`src/rtl/srb_pkg.sv`:
```
package srb_pkg;
  // Offsets inside a channel page
  localparam logic [7:0] OFS_TX_START = 8'h80;
  localparam logic [7:0] OFS_TX_END   = 8'h84;
  localparam logic [7:0] OFS_RX_START = 8'h88;
  localparam logic [7:0] OFS_RX_END   = 8'h8C;

  // Command opcodes
  typedef enum logic [7:0] {
    OP_CHAN_ON    = 8'h00,
    OP_OFF_MODE0  = 8'h10,
    OP_OFF_MODE1A = 8'h30,
    OP_OFF_MODE1B = 8'h50
  } cmd_op_e;

  localparam int unsigned OP_LSB = 12;
  localparam int unsigned OP_W   = 8;
endpackage

```
`src/rtl/srb_bus_port.sv`:
```
module srb_bus_port #(
  parameter int unsigned DW = 32
) (
  input  logic          clk,
  input  logic          rst_n,
  input  logic          req_valid,
  input  logic          req_write,
  input  logic [DW-1:0] rd_data,
  input  logic          rsp_ready,
  output logic          req_ready,
  output logic          acc_wr,
  output logic          rsp_valid,
  output logic [DW-1:0] rsp_rdata
);
  logic acc;

  assign req_ready = !rsp_valid || rsp_ready;
  assign acc       = req_valid && req_ready;
  assign acc_wr    = acc && req_write;

  always_ff @(posedge clk or negedge rst_n) begin
    if (!rst_n) begin
      rsp_valid <= 1'b0;
      rsp_rdata <= '0;
    end else if (acc && !req_write) begin
      rsp_valid <= 1'b1;
      rsp_rdata <= rd_data;
    end else if (rsp_ready) begin
      rsp_valid <= 1'b0;
    end
  end

  AST_RSP_HOLD: assert property (@(posedge clk) disable iff (!rst_n)
    (rsp_valid && !rsp_ready) |=> (rsp_valid && $stable(rsp_rdata)))
    else $error("response dropped or changed while stalled");

  AST_NO_ACCEPT_STALLED: assert property (@(posedge clk) disable iff (!rst_n)
    (rsp_valid && !rsp_ready) |-> !req_ready)
    else $error("request accepted while response pending");
endmodule

```
`src/rtl/srb_chan_regs.sv`:
```
module srb_chan_regs
  import srb_pkg::*;
#(
  parameter int unsigned DW = 32
) (
  input  logic          clk,
  input  logic          rst_n,
  input  logic          wr_en,
  input  logic [7:0]    off,
  input  logic [DW-1:0] wdata,
  output logic [DW-1:0] rd_data,
  output logic [DW-1:0] tx_start,
  output logic [DW-1:0] tx_end,
  output logic [DW-1:0] tx_cur,
  output logic [DW-1:0] rx_start,
  output logic [DW-1:0] rx_end,
  output logic [DW-1:0] rx_cur
);
  always_ff @(posedge clk or negedge rst_n) begin
    if (!rst_n) begin
      tx_start <= '0;
      tx_end   <= '0;
      tx_cur   <= '0;
      rx_start <= '0;
      rx_end   <= '0;
      rx_cur   <= '0;
    end else if (wr_en) begin
      unique case (off)
        OFS_TX_START: begin
          tx_start <= wdata;
          tx_cur   <= wdata;
        end
        OFS_TX_END:   tx_end <= wdata;
        OFS_RX_START: begin
          rx_start <= wdata;
          rx_cur   <= wdata;
        end
        OFS_RX_END:   rx_end <= wdata;
        default: ;
      endcase
    end
  end

  always_comb begin
    unique case (off)
      OFS_TX_START: rd_data = tx_start;
      OFS_TX_END:   rd_data = tx_end;
      OFS_RX_START: rd_data = rx_start;
      OFS_RX_END:   rd_data = rx_end;
      default:      rd_data = '0;
    endcase
  end

  AST_TX_RELOAD: assert property (@(posedge clk) disable iff (!rst_n)
    (wr_en && off == OFS_TX_START) |=> (tx_cur == tx_start))
    else $error("tx current not reloaded");

  AST_RX_RELOAD: assert property (@(posedge clk) disable iff (!rst_n)
    (wr_en && off == OFS_RX_START) |=> (rx_cur == rx_start))
    else $error("rx current not reloaded");

  AST_END_KEEPS_CUR: assert property (@(posedge clk) disable iff (!rst_n)
    (wr_en && (off == OFS_TX_END || off == OFS_RX_END)) |=> ($stable(tx_cur) && $stable(rx_cur)))
    else $error("end write moved a current pointer");
endmodule

```
`src/rtl/srb_cmd_dec.sv`:
```
module srb_cmd_dec
  import srb_pkg::*;
#(
  parameter int unsigned NCH = 4,
  localparam int unsigned CH_W = (NCH > 1) ? $clog2(NCH) : 1
) (
  input  logic            clk,
  input  logic            rst_n,
  input  logic            mode,
  input  logic            cmd_we,
  input  logic [OP_W-1:0] op,
  input  logic [CH_W-1:0] ch,
  output logic [NCH-1:0]  chan_on
);
  logic is_on;
  logic is_off;

  assign is_on  = (op == OP_CHAN_ON);
  assign is_off = mode ? (op == OP_OFF_MODE1A || op == OP_OFF_MODE1B)
                       : (op == OP_OFF_MODE0);

  always_ff @(posedge clk or negedge rst_n) begin
    if (!rst_n) begin
      chan_on <= '0;
    end else if (cmd_we) begin
      if (is_on)       chan_on[ch] <= 1'b1;
      else if (is_off) chan_on[ch] <= 1'b0;
    end
  end

  AST_ON_CMD: assert property (@(posedge clk) disable iff (!rst_n)
    (cmd_we && op == 8'h00) |=> chan_on[$past(ch)])
    else $error("enable command ignored");

  AST_UNKNOWN_OP_HOLDS: assert property (@(posedge clk) disable iff (!rst_n)
    (cmd_we && op != 8'h00 && op != 8'h10 && op != 8'h30 && op != 8'h50) |=> $stable(chan_on))
    else $error("unknown opcode changed state");

  AST_FOREIGN_OFF_HOLDS: assert property (@(posedge clk) disable iff (!rst_n)
    (cmd_we && mode && op == 8'h10) |=> $stable(chan_on))
    else $error("mode0 off code acted in mode1");
endmodule

```
`src/rtl/srb_evt_stat.sv`:
```
module srb_evt_stat #(
  parameter int unsigned NCH = 4
) (
  input  logic           clk,
  input  logic           rst_n,
  input  logic           clr,
  input  logic [NCH-1:0] tx_evt,
  input  logic [NCH-1:0] rx_evt,
  input  logic [NCH-1:0] tx_en,
  input  logic [NCH-1:0] rx_en,
  output logic [NCH-1:0] stat_tx,
  output logic [NCH-1:0] stat_rx,
  output logic           irq
);
  logic [NCH-1:0] pend_tx;
  logic [NCH-1:0] pend_rx;

  // New events win over a simultaneous clear
  always_ff @(posedge clk or negedge rst_n) begin
    if (!rst_n) begin
      pend_tx <= '0;
      pend_rx <= '0;
    end else begin
      pend_tx <= (clr ? '0 : pend_tx) | tx_evt;
      pend_rx <= (clr ? '0 : pend_rx) | rx_evt;
    end
  end

  assign stat_tx = pend_tx & tx_en;
  assign stat_rx = pend_rx & rx_en;
  assign irq     = |{stat_rx, stat_tx};

  AST_EVT_KEPT: assert property (@(posedge clk) disable iff (!rst_n)
    (tx_evt != '0 || rx_evt != '0) |=>
      (((pend_tx & $past(tx_evt)) == $past(tx_evt)) && ((pend_rx & $past(rx_evt)) == $past(rx_evt))))
    else $error("event pulse lost");

  AST_CLR_EMPTIES: assert property (@(posedge clk) disable iff (!rst_n)
    (clr && tx_evt == '0 && rx_evt == '0) |=> (pend_tx == '0 && pend_rx == '0))
    else $error("clear left pending events");

  AST_IRQ_HAS_SRC: assert property (@(posedge clk) disable iff (!rst_n)
    irq |-> ((pend_tx != '0) || (pend_rx != '0)))
    else $error("irq without pending event");
endmodule

```
`src/rtl/serial_regbank.sv`:
```
module serial_regbank
  import srb_pkg::*;
#(
  parameter int unsigned NCH      = 4,
  parameter int unsigned DW       = 32,
  parameter int unsigned AW       = 14,
  parameter logic [7:0]  STAT_OFS = 8'h00,
  parameter logic [7:0]  MASK_OFS = 8'h14,
  parameter logic [7:0]  CMD_OFS  = 8'h20,
  parameter logic [7:0]  RSP_OFS  = 8'h24,
  parameter logic [DW-1:0] RSP_VAL = 32'h0000_FFFF
) (
  input  logic              clk,
  input  logic              rst_n,
  input  logic              mode_i,
  input  logic              req_valid_i,
  output logic              req_ready_o,
  input  logic              req_write_i,
  input  logic [AW-1:0]     req_addr_i,
  input  logic [DW-1:0]     req_wdata_i,
  output logic              rsp_valid_o,
  input  logic              rsp_ready_i,
  output logic [DW-1:0]     rsp_rdata_o,
  input  logic [NCH-1:0]    tx_evt_i,
  input  logic [NCH-1:0]    rx_evt_i,
  output logic [NCH-1:0]    chan_on_o,
  output logic [NCH-1:0]    tx_en_o,
  output logic [NCH-1:0]    rx_en_o,
  output logic [NCH*DW-1:0] tx_start_o,
  output logic [NCH*DW-1:0] tx_end_o,
  output logic [NCH*DW-1:0] tx_cur_o,
  output logic [NCH*DW-1:0] rx_start_o,
  output logic [NCH*DW-1:0] rx_end_o,
  output logic [NCH*DW-1:0] rx_cur_o,
  output logic              irq_o
);
  localparam int unsigned PG_W   = AW - 8;
  localparam int unsigned MASK_W = 2 * NCH;
  localparam int unsigned CH_W   = (NCH > 1) ? $clog2(NCH) : 1;

  logic [PG_W-1:0] page;
  logic [7:0]      lo;
  logic            glob;
  logic            acc_wr;
  logic [DW-1:0]   rd_data;
  logic            stat_clr;
  logic            mask_we;
  logic            cmd_we;
  logic [MASK_W-1:0] mask_q;
  logic [NCH-1:0]  stat_tx;
  logic [NCH-1:0]  stat_rx;
  logic [NCH-1:0]  ch_sel;
  logic [DW-1:0]   ch_rd [NCH];

  assign page = req_addr_i[AW-1:8];
  assign lo   = req_addr_i[7:0];
  assign glob = (page == '0);

  srb_bus_port #(.DW(DW)) u_bus (
    .clk       (clk),
    .rst_n     (rst_n),
    .req_valid (req_valid_i),
    .req_write (req_write_i),
    .rd_data   (rd_data),
    .rsp_ready (rsp_ready_i),
    .req_ready (req_ready_o),
    .acc_wr    (acc_wr),
    .rsp_valid (rsp_valid_o),
    .rsp_rdata (rsp_rdata_o)
  );

  assign stat_clr = acc_wr && glob && (lo == STAT_OFS);
  assign mask_we  = acc_wr && glob && (lo == MASK_OFS);
  assign cmd_we   = acc_wr && glob && (lo == CMD_OFS);

  // Enable mask: two bits per channel
  always_ff @(posedge clk or negedge rst_n) begin
    if (!rst_n)       mask_q <= '0;
    else if (mask_we) mask_q <= req_wdata_i[MASK_W-1:0];
  end

  for (genvar g = 0; g < NCH; g++) begin : g_en
    assign tx_en_o[g] = mask_q[2*g];
    assign rx_en_o[g] = mask_q[2*g+1];
  end

  srb_evt_stat #(.NCH(NCH)) u_evt (
    .clk     (clk),
    .rst_n   (rst_n),
    .clr     (stat_clr),
    .tx_evt  (tx_evt_i),
    .rx_evt  (rx_evt_i),
    .tx_en   (tx_en_o),
    .rx_en   (rx_en_o),
    .stat_tx (stat_tx),
    .stat_rx (stat_rx),
    .irq     (irq_o)
  );

  srb_cmd_dec #(.NCH(NCH)) u_cmd (
    .clk     (clk),
    .rst_n   (rst_n),
    .mode    (mode_i),
    .cmd_we  (cmd_we),
    .op      (req_wdata_i[OP_LSB +: OP_W]),
    .ch      (req_wdata_i[CH_W-1:0]),
    .chan_on (chan_on_o)
  );

  for (genvar g = 0; g < NCH; g++) begin : g_ch
    assign ch_sel[g] = (page == PG_W'(g + 1));

    srb_chan_regs #(.DW(DW)) u_ch (
      .clk      (clk),
      .rst_n    (rst_n),
      .wr_en    (acc_wr && ch_sel[g]),
      .off      (lo),
      .wdata    (req_wdata_i),
      .rd_data  (ch_rd[g]),
      .tx_start (tx_start_o[g*DW +: DW]),
      .tx_end   (tx_end_o[g*DW +: DW]),
      .tx_cur   (tx_cur_o[g*DW +: DW]),
      .rx_start (rx_start_o[g*DW +: DW]),
      .rx_end   (rx_end_o[g*DW +: DW]),
      .rx_cur   (rx_cur_o[g*DW +: DW])
    );
  end

  // Read data mux
  always_comb begin
    rd_data = '0;
    if (glob) begin
      if (lo == STAT_OFS)      rd_data = DW'({stat_rx, stat_tx});
      else if (lo == MASK_OFS) rd_data = DW'(mask_q);
      else if (lo == RSP_OFS)  rd_data = RSP_VAL;
    end
    for (int i = 0; i < NCH; i++) begin
      if (ch_sel[i]) rd_data = ch_rd[i];
    end
  end

  AST_IRQ_NEEDS_ENABLE: assert property (@(posedge clk) disable iff (!rst_n)
    irq_o |-> ((tx_en_o | rx_en_o) != '0))
    else $error("irq with all enables off");

  AST_UNMAPPED_WR_SILENT: assert property (@(posedge clk) disable iff (!rst_n)
    (acc_wr && glob && lo != STAT_OFS && lo != MASK_OFS && lo != CMD_OFS)
      |=> ($stable(chan_on_o) && $stable(tx_en_o) && $stable(rx_en_o)))
    else $error("unmapped write changed state");
endmodule

```
`config.mk`:
```
export PLATFORM = sky130hd
export DESIGN_NAME = serial_regbank
export DESIGN_NICKNAME = d
export VERILOG_FILES = /design/src/rtl/srb_pkg.sv /design/src/rtl/srb_bus_port.sv /design/src/rtl/srb_chan_regs.sv /design/src/rtl/srb_cmd_dec.sv /design/src/rtl/srb_evt_stat.sv /design/src/rtl/serial_regbank.sv
export SDC_FILE = /design/constraint.sdc
export NUM_CORES = 1
export LEC_CHECK = 0
export ABC_AREA = 1
export BUFFER_PORTS_ARGS = -buffer_cell sky130_fd_sc_hd__buf_2
export CORE_AREA = 2 2 341 343
export DETAILED_ROUTE_END_ITERATION = 6
export DIE_AREA = 0 0 343 345
export REMOVE_ABC_BUFFERS = 1
export SYNTH_ARGS = -nofsm -noshare
export SYNTH_HDL_FRONTEND = slang
export SYNTH_SLANG_ARGS = --single-unit
```
`constraint.sdc`:
```
create_clock -name clk -period 2.7 [get_ports clk]
set_input_delay 0.27 -clock clk [delete_from_list [all_inputs] [get_ports clk]]
set_output_delay 0.27 -clock clk [all_outputs]
set_load 0.005 [all_outputs]
```
Word-level counts from Yosys, hierarchy flattened
Cells that the tools add are included.
- logic and storage cells: 105
- flip-flop bits (word level): 565
- input bits: 60
- bitwise operators: 7
- magnitude comparators: 2
- equal/unequal tests: 14
- muxes and demuxes: 21
- reductions and logical operators: 39
- operators with widths (kind ; number):
    $pmux W32 S4 ; 4
    $mux W32 ; 4
    $mux W16 ; 4
    $reduce_and A2 Y1 ; 17
    $eq A8 B8 Y1 const B ; 4
    $eq A8 B6 Y1 const B ; 3
    $eq A8 B5 Y1 const B ; 2
    $logic_not A8 Y1 ; 2
    $mux W4 ; 4
    $and A4 B4 Y4 ; 3
    $eq A6 B2 Y1 const B ; 2
    $logic_and A1 B1 Y1 ; 12
    $or A4 B4 Y4 ; 3
    $eq A8 B7 Y1 const B ; 1
    $reduce_or A8 Y1 ; 1
    $eq A6 B1 Y1 const B ; 1
    $eq A6 B3 Y1 const B ; 1
    $logic_not A6 Y1 ; 1
    $mux W1 ; 4
    $not A4 Y4 ; 1
    $reduce_bool A2 Y1 ; 2
    $lt A2 B3 Y1 const B ; 1
    $demux W1 S2 ; 1
    $ge A2 B1 Y1 const B ; 1
    other kinds (2) ; 4

Logic depth before layout (Yosys ltp)
Gate-level depths: netlist (run 1).
- depth in word-level cells: 9
- gate-level depth with buffers: 14
- mapped depth without buffers: 13

Modules after synthesis
Synthesis (run 1) repeated with hierarchy kept, for this count alone.
- cell total of the unflattened synthesis: 3972
- area, all modules: 30695.7 um^2
- by module, submodules not included (module ; times used ; cells each ; seq. area each (um^2) ; area each (um^2)):
    srb_chan_regs ; 4 ; 841 ; 3203.1 ; 6683.9
    serial_regbank ; 1 ; 362 ; 200.2 ; 1868.0
    srb_bus_port ; 1 ; 149 ; 825.8 ; 1388.8
    srb_evt_stat ; 1 ; 48 ; 200.2 ; 387.9
    srb_cmd_dec ; 1 ; 49 ; 100.1 ; 315.3

Worst setup path before layout (run 1)
Ideal clock, no wire load.
- kind: reg-to-reg
- from: reg u_bus.rsp_valid
- to: reg g_ch[0].u_ch.tx_end[21]
- cell stages (with the launch flop): 10
- required time: 2.565 ns
- clock period less this slack: 1.592 ns
- arrival: 1.458 ns
- path slack: 1.108 ns
- cells stage by stage: dfrtp_1 > nand2_1 > nand2_1 > nor2_2 > inv_2 > nor2_4 > nand2_2 > clkbuf_1 > nand2_1 > o21ai_0
- cells in the longest elaborated chain, start to end: 6
- RTL lines (what ; RTL line ; source):
    start, declared ; srb_bus_port.sv:12 ; output logic rsp_valid,
    start signal, assigned ; srb_bus_port.sv:23 ; rsp_valid <= 1'b0;
    start signal, assigned ; srb_bus_port.sv:26 ; rsp_valid <= 1'b1;
    start signal, assigned ; srb_bus_port.sv:29 ; rsp_valid <= 1'b0;
    $logic_not A1 Y1 ; srb_bus_port.sv:17 ; assign req_ready = !rsp_valid || rsp_ready;
    $logic_or A1 B1 Y1 ; srb_bus_port.sv:17 ;
    net req_ready_o ; serial_regbank.sv:17 ; output logic req_ready_o,
    $logic_and A1 B1 Y1 ; srb_bus_port.sv:18 ; assign acc = req_valid && req_ready;
    $logic_and A1 B1 Y1 ; srb_bus_port.sv:19 ; assign acc_wr = acc && req_write;
    $logic_and A1 B1 Y1 ; serial_regbank.sv:116 ; .wr_en (acc_wr && ch_sel[g]),
    $reduce_and A2 Y1 (no source line) ; -- ;
    end signal, assigned ; srb_chan_regs.sv:33 ; OFS_TX_END: tx_end <= wdata;
    end, declared ; srb_chan_regs.sv:13 ; output logic [DW-1:0] tx_end,
The timed path passes the listed nets, and every way through them passes these cells.
A chain may end at the register's enable or synchronous reset.

Worst setup path after layout (run 1)
- from: reg u_bus.rsp_valid
- to: reg g_ch[1].u_ch.rx_cur[24]
- cells in the longest elaborated chain, start to end: 6
- RTL lines (what ; RTL line ; source):
    $logic_not A1 Y1 ; srb_bus_port.sv:17 ;
    $logic_or A1 B1 Y1 ; srb_bus_port.sv:17 ;
    $logic_and A1 B1 Y1 ; srb_bus_port.sv:18 ;
    $logic_and A1 B1 Y1 ; srb_bus_port.sv:19 ;
    $logic_and A1 B1 Y1 ; serial_regbank.sv:116 ;
    $reduce_and A2 Y1 (no source line) ; -- ;
    end signal, assigned ; srb_chan_regs.sv:36 ; rx_cur <= wdata;
    end, declared ; srb_chan_regs.sv:17 ; output logic [DW-1:0] rx_cur
No other way between the ends.

==> flow_metrics.tcl, run 1 <==
set metrics [dict create \
    ctsHtreeMaxLevel 3 \
    met3_length_um 11900 \
    clock_latency_ns 0.63 \
    status "complete, but fails checks" \
    rows 125 \
    hp-class "input pin to flop" \
    stdcell_count 5757 \
    finalMaxSlewViolations 0 \
    cp.required_ns 3.16 \
    ios 875 \
    grt_remaining_overflow 0 \
    antenna_found_initial 4 \
    synth.distinct_cells 32 \
    utilization_pct 30.8 \
    core_area_mm2 0.115 \
    dp.cells 5622 \
    swShare_pct 24.5 \
    power_frac_comb_pct 4.8 \
    cp.arrival_ns 2.81 \
    relSlewSlack_pct 41.9 \
    gp_congestion 0.879 \
    track_usage_pct 23.1 \
    max-vdd-ir-drop_v 0.000387 \
    ys_ff_latch 565 \
    grt_setup_unrepaired "no" \
    cp-start-kind "flop" \
    hold_viol_final 0 \
    drt-initial-drc-count 2371 \
    die_h_um 345 \
    routedWlPerCell_um 24.6 \
    die_w_um 343 \
    finalWirelength_um 141000 \
    yosysSeqAreaShare_pct 49.7 \
    avgSynthCellArea_um2 7.90 \
    clk_pin_slew_worst_paths_ns 0.06 \
    via_per_inst 4.82 \
    nNetsFinal 4242 \
    drive_gt1_share_pct 27.8 \
    highest_layer "met4" \
    hpwl_um 101000 \
    setup.worst_path.class "flop to flop" \
    final_cell_mix "nand2_1, buf_2, dfrtp_1" \
    period_share_pct 86.9 \
    grt_first_pass_wirelength_um 196000 \
    synthCells 3598 \
    numCtsBuffers 69 \
    cts.path.max_buffers 3 \
    violations "design-rule violations" \
    skew_ns 0.0188 \
    intPower_mw 14.2 \
    wl_met2_um 66700 \
    grt_pass1_vias 25600 \
    fmax_ghz 0.426 \
    p_clk_share_pct 49.6 \
    grt_max_degree 90 \
    fin_crit_ns 2.35 \
    cts_tree "yes" \
    area_growth_pct 24.7 \
    root_buffer "clkbuf_16" \
    final_common_cell "nand2_1" \
    tightestPinTransition_ns 0.871 \
    cts.sinks 565 \
    floorplan.initialDensity_pct 24.7 \
    die-area_mm2 0.118 \
    yosys_warnings 0 \
    port_buffers 874 \
    ant_nets 0 \
    fill_cells 12400 \
    worstSetupEndpointType "flop" \
    p_sw_mw 4.61 \
    finalSetupViolCount 0 \
    drt-met1-wl_um 58200 \
    worstPathMaxFanout 34 \
    num_vias 27700 \
    powerDensity_mw_per_mm2 529 \
    maxCapViolations 0 \
    syn_area_mm2 0.0284 \
    seqPwrFrac_pct 45.6 \
    p_leak_nw 19.9 \
    first_pass_iters 7 \
    setup_tns_ns 0 \
    drt_drc_violations_left 10 \
]
-- critical path, cell delays in order, from the launching register on --
cell and delay [ns]:
dfrtp_1 0.37, nand2_1 0.10, nand2_1 0.16, nor2_2 0.34
inv_2 0.21, nor2_8 0.22, nand2_4 0.25, buf_12 0.26
nand2_1 0.09, o21ai_0 0.09
-- worst paths after layout --
path,start,depth (start not counted),endpoint,slack [ns]
worst max-delay path,u_bus.rsp_valid,9,g_ch[1].u_ch.rx_cur[24],0.35
worst min-delay path,req_wdata_i[9],3,g_ch[2].u_ch.tx_start[9],0.17
worst max register to register,u_bus.rsp_valid,9,g_ch[1].u_ch.rx_cur[24],0.35
worst min register to register,flop,2,flop,0.48
max in group asynchronous,rst_n,3,g_ch[1].u_ch.rx_cur[12],1.42
min in group asynchronous,rst_n,2,u_bus.rsp_rdata[1],0.26
-- what timing repair did --
item                      4_1_cts  5_1_grt
buffers inserted                0        0
hold buffers                   13        0
resized for setup               0        0
hold endpoints to repair       54        0
-- cell usage after synthesis, drive strengths merged --
cell | count | share of area [%]
inv | 195 | 2.6
a31oi | 1 | 0.022
or2 | 16 | 0.35
nand3b | 8 | 0.21
nand4 | 19 | 0.42
nand2 | 1160 | 16
clkbuf | 97 | 1.3
a21oi | 20 | 0.35
nor3 | 1 | 0.018
clkinv | 3 | 0.048
buf | 401 | 9.6
a21boi | 1 | 0.026
dfrtp | 565 | 50
nor2 | 117 | 2.0
o21ai | 582 | 10
nor4 | 3 | 0.066
nand3 | 401 | 7.1
o21bai | 8 | 0.21
-- cell type report --
type	count	area [um2]	share of cell area, %
tap	1524	1910	5.38
inverter	198	752	2.12
clock buffer	97	1950	5.51
clock inverter	20	233	0.657
timing repair buffer	1011	5950	16.8
antenna	5	12.5	0.0353
sequential	565	14100	39.9
multi-input combinational	2337	10500	29.6
-- power groups by stage --
stage | logic (mW) | clock network (mW) | registers, mW
final | 0.906 | 9.31 | 8.55
after global routing | 0.980 | 9.81 | 8.55
after CTS | 0.917 | 9.52 | 8.55
after detailed placement | 0.898 | 0 | 8.70
after global placement | 0.895 | 0 | 8.70
after floorplan | 0.269 | 0 | 8.69
-- state kept, by name (all words and copies together) (netlist names), named ones only --
register and flops:
g_ch.u_ch.rx_cur 96, u_evt.pend_rx 4, g_ch.u_ch.tx_start 96, g_ch.u_ch.rx_start 32, mask_q 8, g_ch.u_ch.tx_cur 32
u_evt.pend_tx 4, g_ch.u_ch.tx_end 128, u_bus.rsp_rdata 32, u_bus.rsp_valid 1, g_ch.u_ch.rx_end 128
-- layer usage --
layer	GRT usage (%)	vias to the layer above
met5	0	-
met3	5.02	226
li1	-	12500
met4	7.76	0
met2	37.7	1447
met1	30.2	13500
-- cell families (layout without fill, tap and decap cells) --
group / count (synthesis) / in the layout / share of synthesized area, %
other: 0 / 5 / 0
and+or+nand+nor: 1725 / 1725 / 25.9
buffers and inverters: 696 / 1326 / 13.5
DFF: 565 / 565 / 49.7
AOI/OAI and AO/OA: 612 / 612 / 10.9
-- through the flow --
stage	total power, mW	hold WS (ns)	setup WS (ns)	cell area [um2]
after floorplan	8.96	-0.0256	-4.11	25300
after global placement	9.60	0.321	0.256	33100
after detailed placement	9.60	0.321	0.236	33100
after CTS	19.0	0.0845	0.316	35400
after global routing	19.3	0.133	0.212	35400
final	18.8	0.166	0.353	35400
No activity file was read; power rests on OpenSTA's default activity.
==> inputs of run 2 (changes only) <==
==> constraint.sdc (replaced) <==
create_clock -name clk -period 2.86 [get_ports clk]
set_input_delay 0.286 -clock clk [delete_from_list [all_inputs] [get_ports clk]]
set_output_delay 0.286 -clock clk [all_outputs]
set_load 0.005 [all_outputs]
==> run 2 against run 1 <==
The run now ends clean. Power decreased by 4.4%. Count of clock-buffer cells in the layout is the same. Sequential share of layout area shrank 0.080 points. Wire length grew 0.38%. Clock skew grew 0.021 ns. Via count grew 0.57%. Cell count about the same. Combinational power decreased by 2%. Critical path depth unchanged. Cell area is 0.20% higher.
==> flow_metrics.tcl, run 2 (synthesis results as in run 1) <==
set metrics [dict create \
    finalMaxSlewViolations 0 \
    status "finished, final reports clean" \
    floorplan.initialDensity_pct 24.7 \
    clk_pin_slew_worst_paths_ns 0.06 \
    setup_tns_ns 0 \
    grt_max_degree 89 \
    gp_congestion 0.862 \
    cp.arrival_ns 2.97 \
    core_area_mm2 0.115 \
    antenna_found_initial 7 \
    drive_gt1_share_pct 28.0 \
    hold_ws_ns 0.177 \
    via_per_inst 4.84 \
    first_pass_iters 5 \
    worst_slack_ns 0.365 \
    track_usage_pct 23.2 \
    crit_start "u_bus.rsp_valid" \
    max-vdd-ir-drop_v 0.000464 \
    grt_remaining_overflow 0 \
    hold_viol_final 0 \
    cts_tree "yes" \
    drt_drc_violations_left 0 \
    relSlewSlack_pct 40.0 \
    period_share_pct 87.2 \
    area_growth_pct 25.0 \
    fin_crit_ns 2.50 \
    cp.required_ns 3.34 \
    hp-class "input pin to flop" \
    ios 875 \
    grt_first_pass_wirelength_um 198000 \
    hpwl_um 102000 \
    worstSetupEndpointType "flop" \
    die_h_um 345 \
    skew_ns 0.0402 \
    p_leak_nw 19.9 \
    power_mw 17.9 \
    final_cell_mix "nand2_1, buf_2, dfrtp_1" \
    drt-initial-drc-count 2390 \
    root_buffer "clkbuf_16" \
    final_common_cell "nand2_1" \
    grt_pass1_vias 25700 \
    routedWlPerCell_um 24.7 \
    hold_path_depth 3 \
    tightestPinTransition_ns 0.899 \
    rows 125 \
    maxCapViolations 0 \
    setup.worst_path.class "flop to flop" \
    cts.path.max_buffers 3 \
    ctsHtreeMaxLevel 3 \
    pre_cts_ws_ns 0.267 \
    clock_latency_ns 0.64 \
    cp-start-kind "flop" \
    worstPathMaxFanout 36 \
    port_buffers 874 \
    top_regs "g_ch.u_ch.rx_end x128, g_ch.u_ch.tx_end x128" \
    die_w_um 343 \
    powerDensity_mw_per_mm2 505 \
    r2r_start "u_bus.rsp_valid" \
    stdcell_count 5760 \
    grt_setup_unrepaired "no" \
    r2r_cells 9 \
    ant_nets 0 \
    numCtsBuffers 70 \
    nNetsFinal 4245 \
    finalSetupViolCount 0 \
    cts_resized 0 \
    hold_start "req_wdata_i[9]" \
    die-area_mm2 0.118 \
    fmax_ghz 0.401 \
    dp.cells 5624 \
    finalWirelength_um 142000 \
    cts.sinks 565 \
    num_vias 27900 \
]
-- run 2: cell types whose count changed in the layout (fill, tap and decap cells not counted), sizes merged --
cell | previous run | this run
diode | 5 | 2
clkinv | 16 | 19
buf | 998 | 1000
clkinvlp | 1 | 2
-- run 2: where the power goes --
group	internal [mW]	leakage (nW)	switching [mW]
Sequential	8.04	7.82	0.0345
Clock	5.20	1.10	3.77
Combinational	0.224	11.0	0.665
-- run 2: worst paths after layout --
| check | endpoint | slack (ns) |
|---|---|---|
| setup / recovery | g_ch[3].u_ch.tx_end[21] | 0.36 |
| hold / removal | g_ch[2].u_ch.tx_end[9] | 0.18 |
| setup reg to reg | g_ch[3].u_ch.tx_end[21] | 0.36 |
| hold reg to reg | u_bus.rsp_rdata[22] | 0.48 |
| max in group asynchronous | g_ch[0].u_ch.tx_end[10] | 1.57 |
| min in group asynchronous | g_ch[0].u_ch.tx_end[3] | 0.23 |
-- run 2: final cells by class --
cell class / instances / area, um2
Multi-Input combinational cell: 2337 / 10500
Antenna cell: 2 / 5.00
Tap cell: 1524 / 1910
Clock inverter: 24 / 263
Sequential cell: 565 / 14100
Fill cell: 12400 / 79600
Timing Repair Buffer: 1013 / 5970
Inverter: 198 / 752
Clock buffer: 97 / 1970
-- run 2: metrics by stage --
step	util, %	area, um2
2_1_floorplan	-	25300
3_3_place_gp	28.8	33100
3_5_place_dp	28.8	33100
4_1_cts	30.9	35500
5_1_grt	30.9	35500
6_report	30.9	35500
-- run 2: worst max-delay path, cell delays in order, from the launching register on --
cell and delay, ns:
dfrtp_1 0.38, nand2_1 0.11, nand2_1 0.14, nor2_2 0.31, inv_2 0.21, nor2_4 0.29, nand2_4 0.33, buf_12 0.29
nand2_1 0.10, o21ai_0 0.08
-- run 2: per-layer routing --
| layer | up-vias | GRT usage [%] | part of all wire (%) |
|---|---|---|---|
| li1 | 12600 | - | - |
| met1 | 13500 | 29.6 | 40 |
| met2 | 1538 | 37.9 | 47 |
| met3 | 268 | 5.47 | 8.9 |
| met4 | 4 | 8.69 | 4.1 |
| met5 | - | 0 | 0.019 |
-- run 2: timing repair --
action                                 in CTS  in global routing
hold buffers                               13                  0
endpoints found under the hold margin      70                  0
buffers inserted                            0                  0
